### src/rtl/dsadc_pkg.sv
package dsadc_pkg;

  typedef enum logic [2:0] {
    ST_IDLE     = 3'd0,
    ST_RUN_UP   = 3'd1,
    ST_RUN_DOWN = 3'd2,
    ST_DISCHG   = 3'd3,
    ST_DONE     = 3'd4
  } phase_e;

  typedef struct packed {
    logic cntClear;
    logic cntInc;
    logic latchCount;
    logic latchSat;
  } dp_strobe_t;

endpackage

### src/rtl/dsadc_datapath.sv
module dsadc_datapath
  import dsadc_pkg::*;
#(
  parameter int RES_BITS   = 8,
  parameter int RST_CYCLES = 2
) (
  input  logic                clk,
  input  logic                rst_n,
  input  dp_strobe_t          strb,
  output logic                atUpEnd,
  output logic                atTimeout,
  output logic                atDischgEnd,
  output logic [RES_BITS:0]   result,
  output logic                overRange
);
  localparam int RES_W      = RES_BITS + 1;
  localparam int RUNUP_LEN  = 1 << RES_BITS;
  localparam int DOWN_LIMIT = 2 * RUNUP_LEN;

  logic [RES_W-1:0] phaseCnt;

  always_ff @(posedge clk or negedge rst_n) begin
    if (!rst_n) begin
      phaseCnt <= '0;
    end else if (strb.cntClear) begin
      phaseCnt <= '0;
    end else if (strb.cntInc) begin
      phaseCnt <= phaseCnt + 1'b1;
    end
  end

  assign atUpEnd     = (phaseCnt == RES_W'(RUNUP_LEN - 1));
  assign atTimeout   = (phaseCnt == RES_W'(DOWN_LIMIT - 1));
  assign atDischgEnd = (phaseCnt == RES_W'(RST_CYCLES - 1));

  always_ff @(posedge clk or negedge rst_n) begin
    if (!rst_n) begin
      result    <= '0;
      overRange <= 1'b0;
    end else if (strb.latchSat) begin
      result    <= '1;
      overRange <= 1'b1;
    end else if (strb.latchCount) begin
      result    <= phaseCnt + 1'b1;
      overRange <= 1'b0;
    end
  end

  // the result register moves only on a latch strobe
  p_result_hold_r9: assert property (@(posedge clk) disable iff (!rst_n)
    !(strb.latchCount || strb.latchSat) |=> $stable(result) && $stable(overRange));

  // the out-of-range flag always comes with a saturated code
  p_sat_code_r5: assert property (@(posedge clk) disable iff (!rst_n)
    overRange |-> (result == '1));

  // the counter is never stepped past the run-down limit
  p_cnt_no_wrap_r5: assert property (@(posedge clk) disable iff (!rst_n)
    strb.cntInc |-> !atTimeout);

endmodule

### src/rtl/dsadc_control.sv
module dsadc_control
  import dsadc_pkg::*;
(
  input  logic       clk,
  input  logic       rst_n,
  input  logic       startReq,
  input  logic       cmpZero,
  input  logic       atUpEnd,
  input  logic       atTimeout,
  input  logic       atDischgEnd,
  output dp_strobe_t strb,
  output logic       selInput,
  output logic       selRef,
  output logic       intReset,
  output logic       busy,
  output logic       done
);
  phase_e phase, phaseNext;

  always_ff @(posedge clk or negedge rst_n) begin
    if (!rst_n) phase <= ST_IDLE;
    else        phase <= phaseNext;
  end

  always_comb begin
    phaseNext = phase;
    strb      = '0;
    unique case (phase)
      ST_IDLE: begin
        if (startReq) begin
          phaseNext     = ST_RUN_UP;
          strb.cntClear = 1'b1;
        end
      end
      ST_RUN_UP: begin
        if (atUpEnd) begin
          phaseNext     = ST_RUN_DOWN;
          strb.cntClear = 1'b1;
        end else begin
          strb.cntInc = 1'b1;
        end
      end
      ST_RUN_DOWN: begin
        if (atTimeout) begin
          phaseNext     = ST_DISCHG;
          strb.latchSat = 1'b1;
          strb.cntClear = 1'b1;
        end else if (cmpZero) begin
          phaseNext       = ST_DISCHG;
          strb.latchCount = 1'b1;
          strb.cntClear   = 1'b1;
        end else begin
          strb.cntInc = 1'b1;
        end
      end
      ST_DISCHG: begin
        if (atDischgEnd) begin
          phaseNext = ST_DONE;
        end else begin
          strb.cntInc = 1'b1;
        end
      end
      ST_DONE: phaseNext = ST_IDLE;
      default: phaseNext = ST_IDLE;
    endcase
  end

  assign selInput = (phase == ST_RUN_UP);
  assign selRef   = (phase == ST_RUN_DOWN);
  assign intReset = (phase == ST_DISCHG);
  assign done     = (phase == ST_DONE);
  assign busy     = selInput | selRef | intReset;

  // switch selects never overlap
  p_sel_onehot_r3: assert property (@(posedge clk) disable iff (!rst_n)
    $onehot0({selInput, selRef, intReset}));

  // reference phase follows run-up directly
  p_ref_after_up_r4: assert property (@(posedge clk) disable iff (!rst_n)
    $fell(selInput) |-> selRef);

  // completion strobe is a single cycle preceded by discharge
  p_done_pulse_r6: assert property (@(posedge clk) disable iff (!rst_n)
    done |=> !done);
  p_dischg_before_done_r6: assert property (@(posedge clk) disable iff (!rst_n)
    $rose(done) |-> $past(intReset));

  // no new run-up can begin unless the block was idle
  p_start_ignored_r8: assert property (@(posedge clk) disable iff (!rst_n)
    (busy || done) |=> !$rose(selInput));

endmodule

### src/rtl/dual_slope_adc_ctrl.sv
module dual_slope_adc_ctrl
  import dsadc_pkg::*;
#(
  parameter int RES_BITS   = 8,
  parameter int RST_CYCLES = 2
) (
  input  logic                clk,
  input  logic                rst_n,
  input  logic                startReq,
  input  logic                cmpZero,
  output logic                selInput,
  output logic                selRef,
  output logic                intReset,
  output logic                busy,
  output logic                done,
  output logic                overRange,
  output logic [RES_BITS:0]   result
);
  dp_strobe_t strb;
  logic       atUpEnd;
  logic       atTimeout;
  logic       atDischgEnd;

  dsadc_control u_control (
    .clk         (clk),
    .rst_n       (rst_n),
    .startReq    (startReq),
    .cmpZero     (cmpZero),
    .atUpEnd     (atUpEnd),
    .atTimeout   (atTimeout),
    .atDischgEnd (atDischgEnd),
    .strb        (strb),
    .selInput    (selInput),
    .selRef      (selRef),
    .intReset    (intReset),
    .busy        (busy),
    .done        (done)
  );

  dsadc_datapath #(
    .RES_BITS   (RES_BITS),
    .RST_CYCLES (RST_CYCLES)
  ) u_datapath (
    .clk         (clk),
    .rst_n       (rst_n),
    .strb        (strb),
    .atUpEnd     (atUpEnd),
    .atTimeout   (atTimeout),
    .atDischgEnd (atDischgEnd),
    .result      (result),
    .overRange   (overRange)
  );

endmodule

### config.mk
export PLATFORM = sky130hd
export DESIGN_NAME = dual_slope_adc_ctrl
export DESIGN_NICKNAME = d
export VERILOG_FILES = /design/src/rtl/dsadc_pkg.sv /design/src/rtl/dsadc_datapath.sv /design/src/rtl/dsadc_control.sv /design/src/rtl/dual_slope_adc_ctrl.sv
export SDC_FILE = /design/constraint.sdc
export NUM_CORES = 1
export LEC_CHECK = 0
export ABC_CLOCK_PERIOD_IN_PS = 5700
export BUFFER_PORTS_ARGS = -buffer_cell sky130_fd_sc_hd__buf_2
export CAP_MARGIN = 30
export CORE_ASPECT_RATIO = 1.2
export CORE_MARGIN = 1
export CORE_UTILIZATION = 40
export CTS_CLUSTER_DIAMETER = 40
export DETAILED_ROUTE_END_ITERATION = 6
export PLACE_DENSITY_LB_ADDON = 0.12
export REMOVE_ABC_BUFFERS = 1
export SKIP_LAST_GASP = 1
export SYNTH_ARGS = -nofsm -noshare
export SYNTH_HDL_FRONTEND = slang
export SYNTH_HIERARCHICAL = 1
export SYNTH_SLANG_ARGS = --single-unit
### constraint.sdc
create_clock -name clk -period 5.7 [get_ports clk]
set_clock_uncertainty 0.15 [all_clocks]
set_input_delay 0.57 -clock clk [delete_from_list [all_inputs] [get_ports clk]]
set_output_delay 0.57 -clock clk [all_outputs]
set_load 0.01 [all_outputs]
* After elaboration in Yosys (flattened, before gate mapping)
Cells that the tools add are included.
Cells by class: eq/ne operators 11, reduce and logical (&&, ||, !) cells 4, add/subtract/negate cells 1, bitwise logic cells 2, multiplexer cells 24
Operator list (count):
- 2-to-1 mux 9 bit | 4
- 2-to-1 mux 3 bit | 5
- one-hot mux 3 bit (4 select lines) | 1
- 2-to-1 mux 1 bit | 10
- adder 9 x 1 -> 9 bit, second input constant | 1
- == test 9 x 1 -> 1 bit, second input constant | 1
- == test 9 x 8 -> 1 bit, second input constant | 1
- == test 9 bit, second input constant | 1
- == test 3 x 2 -> 1 bit, second input constant | 2
- != test 2 bit, second input constant | 3
- one-hot mux 1 bit (3 select lines) | 2
- 2-to-1 mux 2 bit | 2
- AND reduction 4 bit | 1
- nonzero test 2 bit | 2
- == test 3 x 1 -> 1 bit, second input constant | 1
- == test 3 bit, second input constant | 1
- logical NOT 3 bit | 1
- != test 3 bit, second input constant | 1
- bitwise OR 1 bit | 2
Word-level totals: register bits after elaboration 22, output and inout port bits 15, input port bits 4, logic and storage cells 46

* Longest topological paths before layout
depth after elaboration 5, mapped depth 10, depth with buffers taken out 9

* Hierarchy
The synthesis kept the hierarchy.
By module, submodules not included:
- dsadc_datapath | times used 1, area an instance 1017.2 um^2, cells each 105, seq. area each 475.5 um^2
- dsadc_control | times used 1, area an instance 230.2 um^2, cells each 26, seq. area each 75.1 um^2

* Worst setup path after synthesis
No wires, ideal clock.
path kind register to register, start reg u_datapath.phaseCnt[0], end reg u_datapath.phaseCnt[5], cell stages (with the launch flop) 11, period minus slack after synthesis 2.500 ns, path buffers 1, arrival time 2.272 ns, setup time 0.078 ns, slack 3.200 ns, data required time 5.472 ns, cells stage by stage dfrtp_1 ha_1 nand3_1 nor2_1 ha_1 mux2_2 a2bb2o_1 buf_4 nand4_2 or3_1 a21oi_1
RTL lines:
- start, declared | line dsadc_datapath.sv:20 | logic [RES_W-1:0] phaseCnt;
- start signal, assigned | line dsadc_datapath.sv:28 | phaseCnt <= phaseCnt + 1'b1;

==> flow_metrics.py <==
metrics = {
    "status": {
        "outcome": "completed",
    },
    "pwr": {
        "vdd_drop_max_uv": 122.2,
        "cellLeakagePower_nw": 0.6353,
        "power_density_mw_per_mm2": 183.1,
    },
    "setup_path": {
        "slowest_delay_ns": 0.48,
        "rrSetupSlack_ns": 2.87,
        "critical_path.slowest_cell": "sky130_fd_sc_hd__dfrtp_1",
        "path_common_cell": "sky130_fd_sc_hd__ha_1",
        "worst-path-max-fanout": 9,
        "worstPathArrival_ns": 2.94,
        "timing.reg2reg.worst_path_depth": 9,
        "timing.critical_path.required_ns": 5.81,
        "criticalPathCategory": "flop to flop",
        "critical_path.cell_chain": "ha_1 -> nand3_1 -> nor2_1 -> ha_1 -> mux2_2 -> a2bb2o_1 -> nand4_2 -> or3_1 -> a21oi_1",
        "critical_path.startpoint_type": "flop",
        "r2r_start": "u_datapath/phaseCnt[0]$_DFFE_PN0P_",
        "cp-end-kind": "flop",
        "worstReg2RegEnd": "u_datapath/phaseCnt[5]$_DFFE_PN0P_",
    },
    "yosys": {
        "synth.area.top_cells": "sky130_fd_sc_hd__dfrtp_1 (44%), sky130_fd_sc_hd__nor2_1 (5.4%), sky130_fd_sc_hd__ha_1 (4.0%), sky130_fd_sc_hd__xor2_1 (3.5%), sky130_fd_sc_hd__or3_1 (3.0%)",
        "synth_seq_cells": 22,
        "netlist_area_before_placement_sq_mm": 0.001247,
        "synthDistinctLibCells": 36,
        "yosysSeqAreaShare_pct": 44.13,
        "synth_top_cell_area_share_pct": 44.13,
        "synth_cells": 131,
        "synth_area_leader_cell": "sky130_fd_sc_hd__dfrtp_1",
        "synth.avg_cell_area_sq_um": 9.522,
        "synth.yosys.warnings": 6,
    },
    "final_layout": {
        "layout.area.seq_sq_um": 550.5,
        "final_layout_size_suffix_gt1_share_pct": 18.62,
        "utilization_pct": 47.49,
        "fill_cells": 298,
        "area_occupied_by_multi_input_gates_sq_um": 636.9,
        "antennaDiodeCount": 0,
        "mostFrequentLayoutCell": "sky130_fd_sc_hd__dfrtp_1",
        "mostFrequentLayoutCells": "sky130_fd_sc_hd__dfrtp_1 (22), sky130_fd_sc_hd__buf_2 (19), sky130_fd_sc_hd__nor2_1 (18)",
        "final_net_count": 154,
        "area_delta_synth_final_pct": 10.03,
        "finalInstanceArea_sq_mm": 0.001373,
    },
    "grt": {
        "via_count_of_the_first_global_routing_pass": 991,
        "first_pass_grt_wire_length_um": 4719,
        "antenna_found_initial": 0,
        "grt_overflow": 0,
        "gr-usage-all-layers_pct": 19.32,
        "maximum_number_of_pins_on_one_net_before_global_route_repair": 23,
    },
    "sta": {
        "achievable-frequency_ghz": 0.3528,
        "layout_worst_path_cycle_share_pct": 49.73,
        "worst_pin_slew_ns": 0.7037,
        "rsz0062_at_grt": "no",
        "tns_ns": 0,
        "slew_violations": 0,
        "final.setup.worst_slack_ns": 2.865,
        "min_period_ns": 2.835,
        "finalHoldViolations": 0,
        "number_of_failing_setup_endpoints_in_the_final_timing_report": 0,
        "slew_headroom_pct": 52.94,
    },
    "clock_tree": {
        "clock_slew_at_reported_path_ffs_ns": 0.13,
        "setup_fix_buffers_added_after_clock_tree_synthesis": 0,
        "tritoncts_clock_tree": "yes",
        "num_cts_buffers": 3,
        "postCtsHoldBufs": 0,
        "clock_sinks": 22,
        "ctsHtreeMaxLevel": 1,
        "post_cts.resized_instances": 0,
        "max_clock_buf_depth": 2,
        "cts-root-buf": "sky130_fd_sc_hd__clkbuf_4",
        "worst_skew_pair.late_latency_ns": 0.32,
    },
    "floorplanning": {
        "floorplan.die.width_um": 52.98,
        "die_height_um": 63.18,
        "floorplan.rows": 21,
        "io-pin-count": 19,
        "initial_utilization_pct": 43.16,
        "core_area_sq_mm": 0.002890,
        "floorplan.die_area_sq_mm": 0.003347,
    },
    "routing": {
        "avgRoutedWirePerCell_um": 14.89,
        "drt-pass1-iter-count": 4,
        "remaining_drc_errors": 0,
        "ant_nets": 0,
        "viasPerCell": 5.721,
        "drt_first_iter_violations": 21,
        "route.vias.total": 1024,
        "detail_route.wirelength_um": 2666,
    },
    "placed_design": {
        "place.gp.congestion": 0.8214,
        "placement.io_buffers": 18,
        "placement.cell_area_sq_mm": 0.001336,
        "dp_worst_setup_slack_ns": 2.913,
        "dpl.hpwl_um": 1835,
    },
    "job": {
        "drv_cap": 0,
    },
    "min_path": {
        "worst_hold_path_type": "input port to asynchronous set/reset pin",
    },
}
==> critical path, delay by kind of cell (launching register included) <==
kind,cells,cell delay (ns)
flip-flops,1,0.48
adder cells (fa/ha/maj),2,0.53
AND/OR/NAND/NOR,4,0.75
AO/OA/AOI/OAI,2,0.59
multiplexers,1,0.28
==> logic make-up after synthesis <==
group	share of synthesized area, %
XOR/XNOR	4.213
multiplexers	0.9026
adder cells (fa/ha/maj)	4.012
buffers and inverters	4.814
AO/OA/AOI/OAI	14.54
AND/OR/NAND/NOR	27.38
flip-flops	44.13
==> state kept, by name, summed over array words and instances (netlist names) <==
signal,flops
u_datapath/result,9
u_control/phase,3
u_datapath/phaseCnt,9
u_datapath/overRange,1
==> report_power, final <==
group | switching (mW) | leakage (nW) | internal, mW | total [mW]
registers | 0 | 0.288 | 0.156 | 0.156
logic | 0.00356 | 0.327 | 0.000790 | 0.00435
clock network | 0.0518 | 0.0210 | 0.0391 | 0.0909
==> Yosys cell counts <==
cell type	n
sky130_fd_sc_hd__dfrtp_1	22
sky130_fd_sc_hd__nor2_1	18
sky130_fd_sc_hd__a21oi_1	6
sky130_fd_sc_hd__nand2_1	6
sky130_fd_sc_hd__o21ai_0	6
sky130_fd_sc_hd__or3_1	6
sky130_fd_sc_hd__nand2b_1	5
sky130_fd_sc_hd__xor2_1	5
sky130_fd_sc_hd__ha_1	4
sky130_fd_sc_hd__nand3_1	4
sky130_fd_sc_hd__nand3b_1	4
sky130_fd_sc_hd__and2_1	3
sky130_fd_sc_hd__buf_2	3
sky130_fd_sc_hd__buf_4	3
sky130_fd_sc_hd__clkbuf_1	3
sky130_fd_sc_hd__inv_1	3
sky130_fd_sc_hd__o211ai_1	3
sky130_fd_sc_hd__o311a_1	3
sky130_fd_sc_hd__a211oi_1	2
sky130_fd_sc_hd__and4b_1	2
sky130_fd_sc_hd__nand4_2	2
sky130_fd_sc_hd__nor3_1	2
sky130_fd_sc_hd__nor3b_1	2
sky130_fd_sc_hd__o32ai_1	2
sky130_fd_sc_hd__a211o_1	1
sky130_fd_sc_hd__a21bo_1	1
sky130_fd_sc_hd__a21o_1	1
sky130_fd_sc_hd__a2bb2o_1	1
sky130_fd_sc_hd__and3_1	1
sky130_fd_sc_hd__and3b_1	1
sky130_fd_sc_hd__mux2_2	1
sky130_fd_sc_hd__nand3_2	1
sky130_fd_sc_hd__nand4_1	1
sky130_fd_sc_hd__nor4_1	1
sky130_fd_sc_hd__or2_1	1
sky130_fd_sc_hd__xnor2_1	1
==> worst max-delay path by stage <==
stage	cells after the start	slack [ns]	from	to
finish	9	2.87	u_datapath/phaseCnt[0]$_DFFE_PN0P_	u_datapath/phaseCnt[5]$_DFFE_PN0P_
global route	9	2.58	u_datapath/phaseCnt[0]$_DFFE_PN0P_	u_datapath/phaseCnt[7]$_DFFE_PN0P_
CTS	9	2.89	u_datapath/phaseCnt[0]$_DFFE_PN0P_	u_datapath/phaseCnt[5]$_DFFE_PN0P_
detailed placement	9	2.91	u_datapath/phaseCnt[0]$_DFFE_PN0P_	u_datapath/phaseCnt[5]$_DFFE_PN0P_
global placement	7	3.02	u_datapath/phaseCnt[0]$_DFFE_PN0P_	u_datapath/phaseCnt[2]$_DFFE_PN0P_
floorplan	9	3.14	u_datapath/phaseCnt[0]$_DFFE_PN0P_	u_datapath/phaseCnt[5]$_DFFE_PN0P_
==> routing by layer <==
layer | vias to the layer above | wire [um] | GRT usage, %
li1 | 491 | - | -
met1 | 507 | 1223 | 26.83
met5 | - | 0 | 0
met2 | 22 | 1323 | 29.43
met3 | 4 | 80 | 2.899
met4 | 0 | 38 | 7.895
==> per-stage QoR <==
stage	cells	power [mW]	hold slack (ns)
floorplan	122	0.1593	0.1244
global placement	174	0.1635	0.3124
detailed placement	175	0.1637	0.3177
CTS	179	0.2553	0.06059
global route	179	0.2636	0.06777
finish	179	0.2513	0.05068
==> cell type report <==
type                       count  share of cell area, %
multi-input combinational     97                  46.40
sequential                    22                  40.11
timing repair buffer          19                  6.928
tap                           34                  3.099
clock buffer                   4                  2.644
inverter                       3                 0.8204
(Power assumes the default switching activity.)
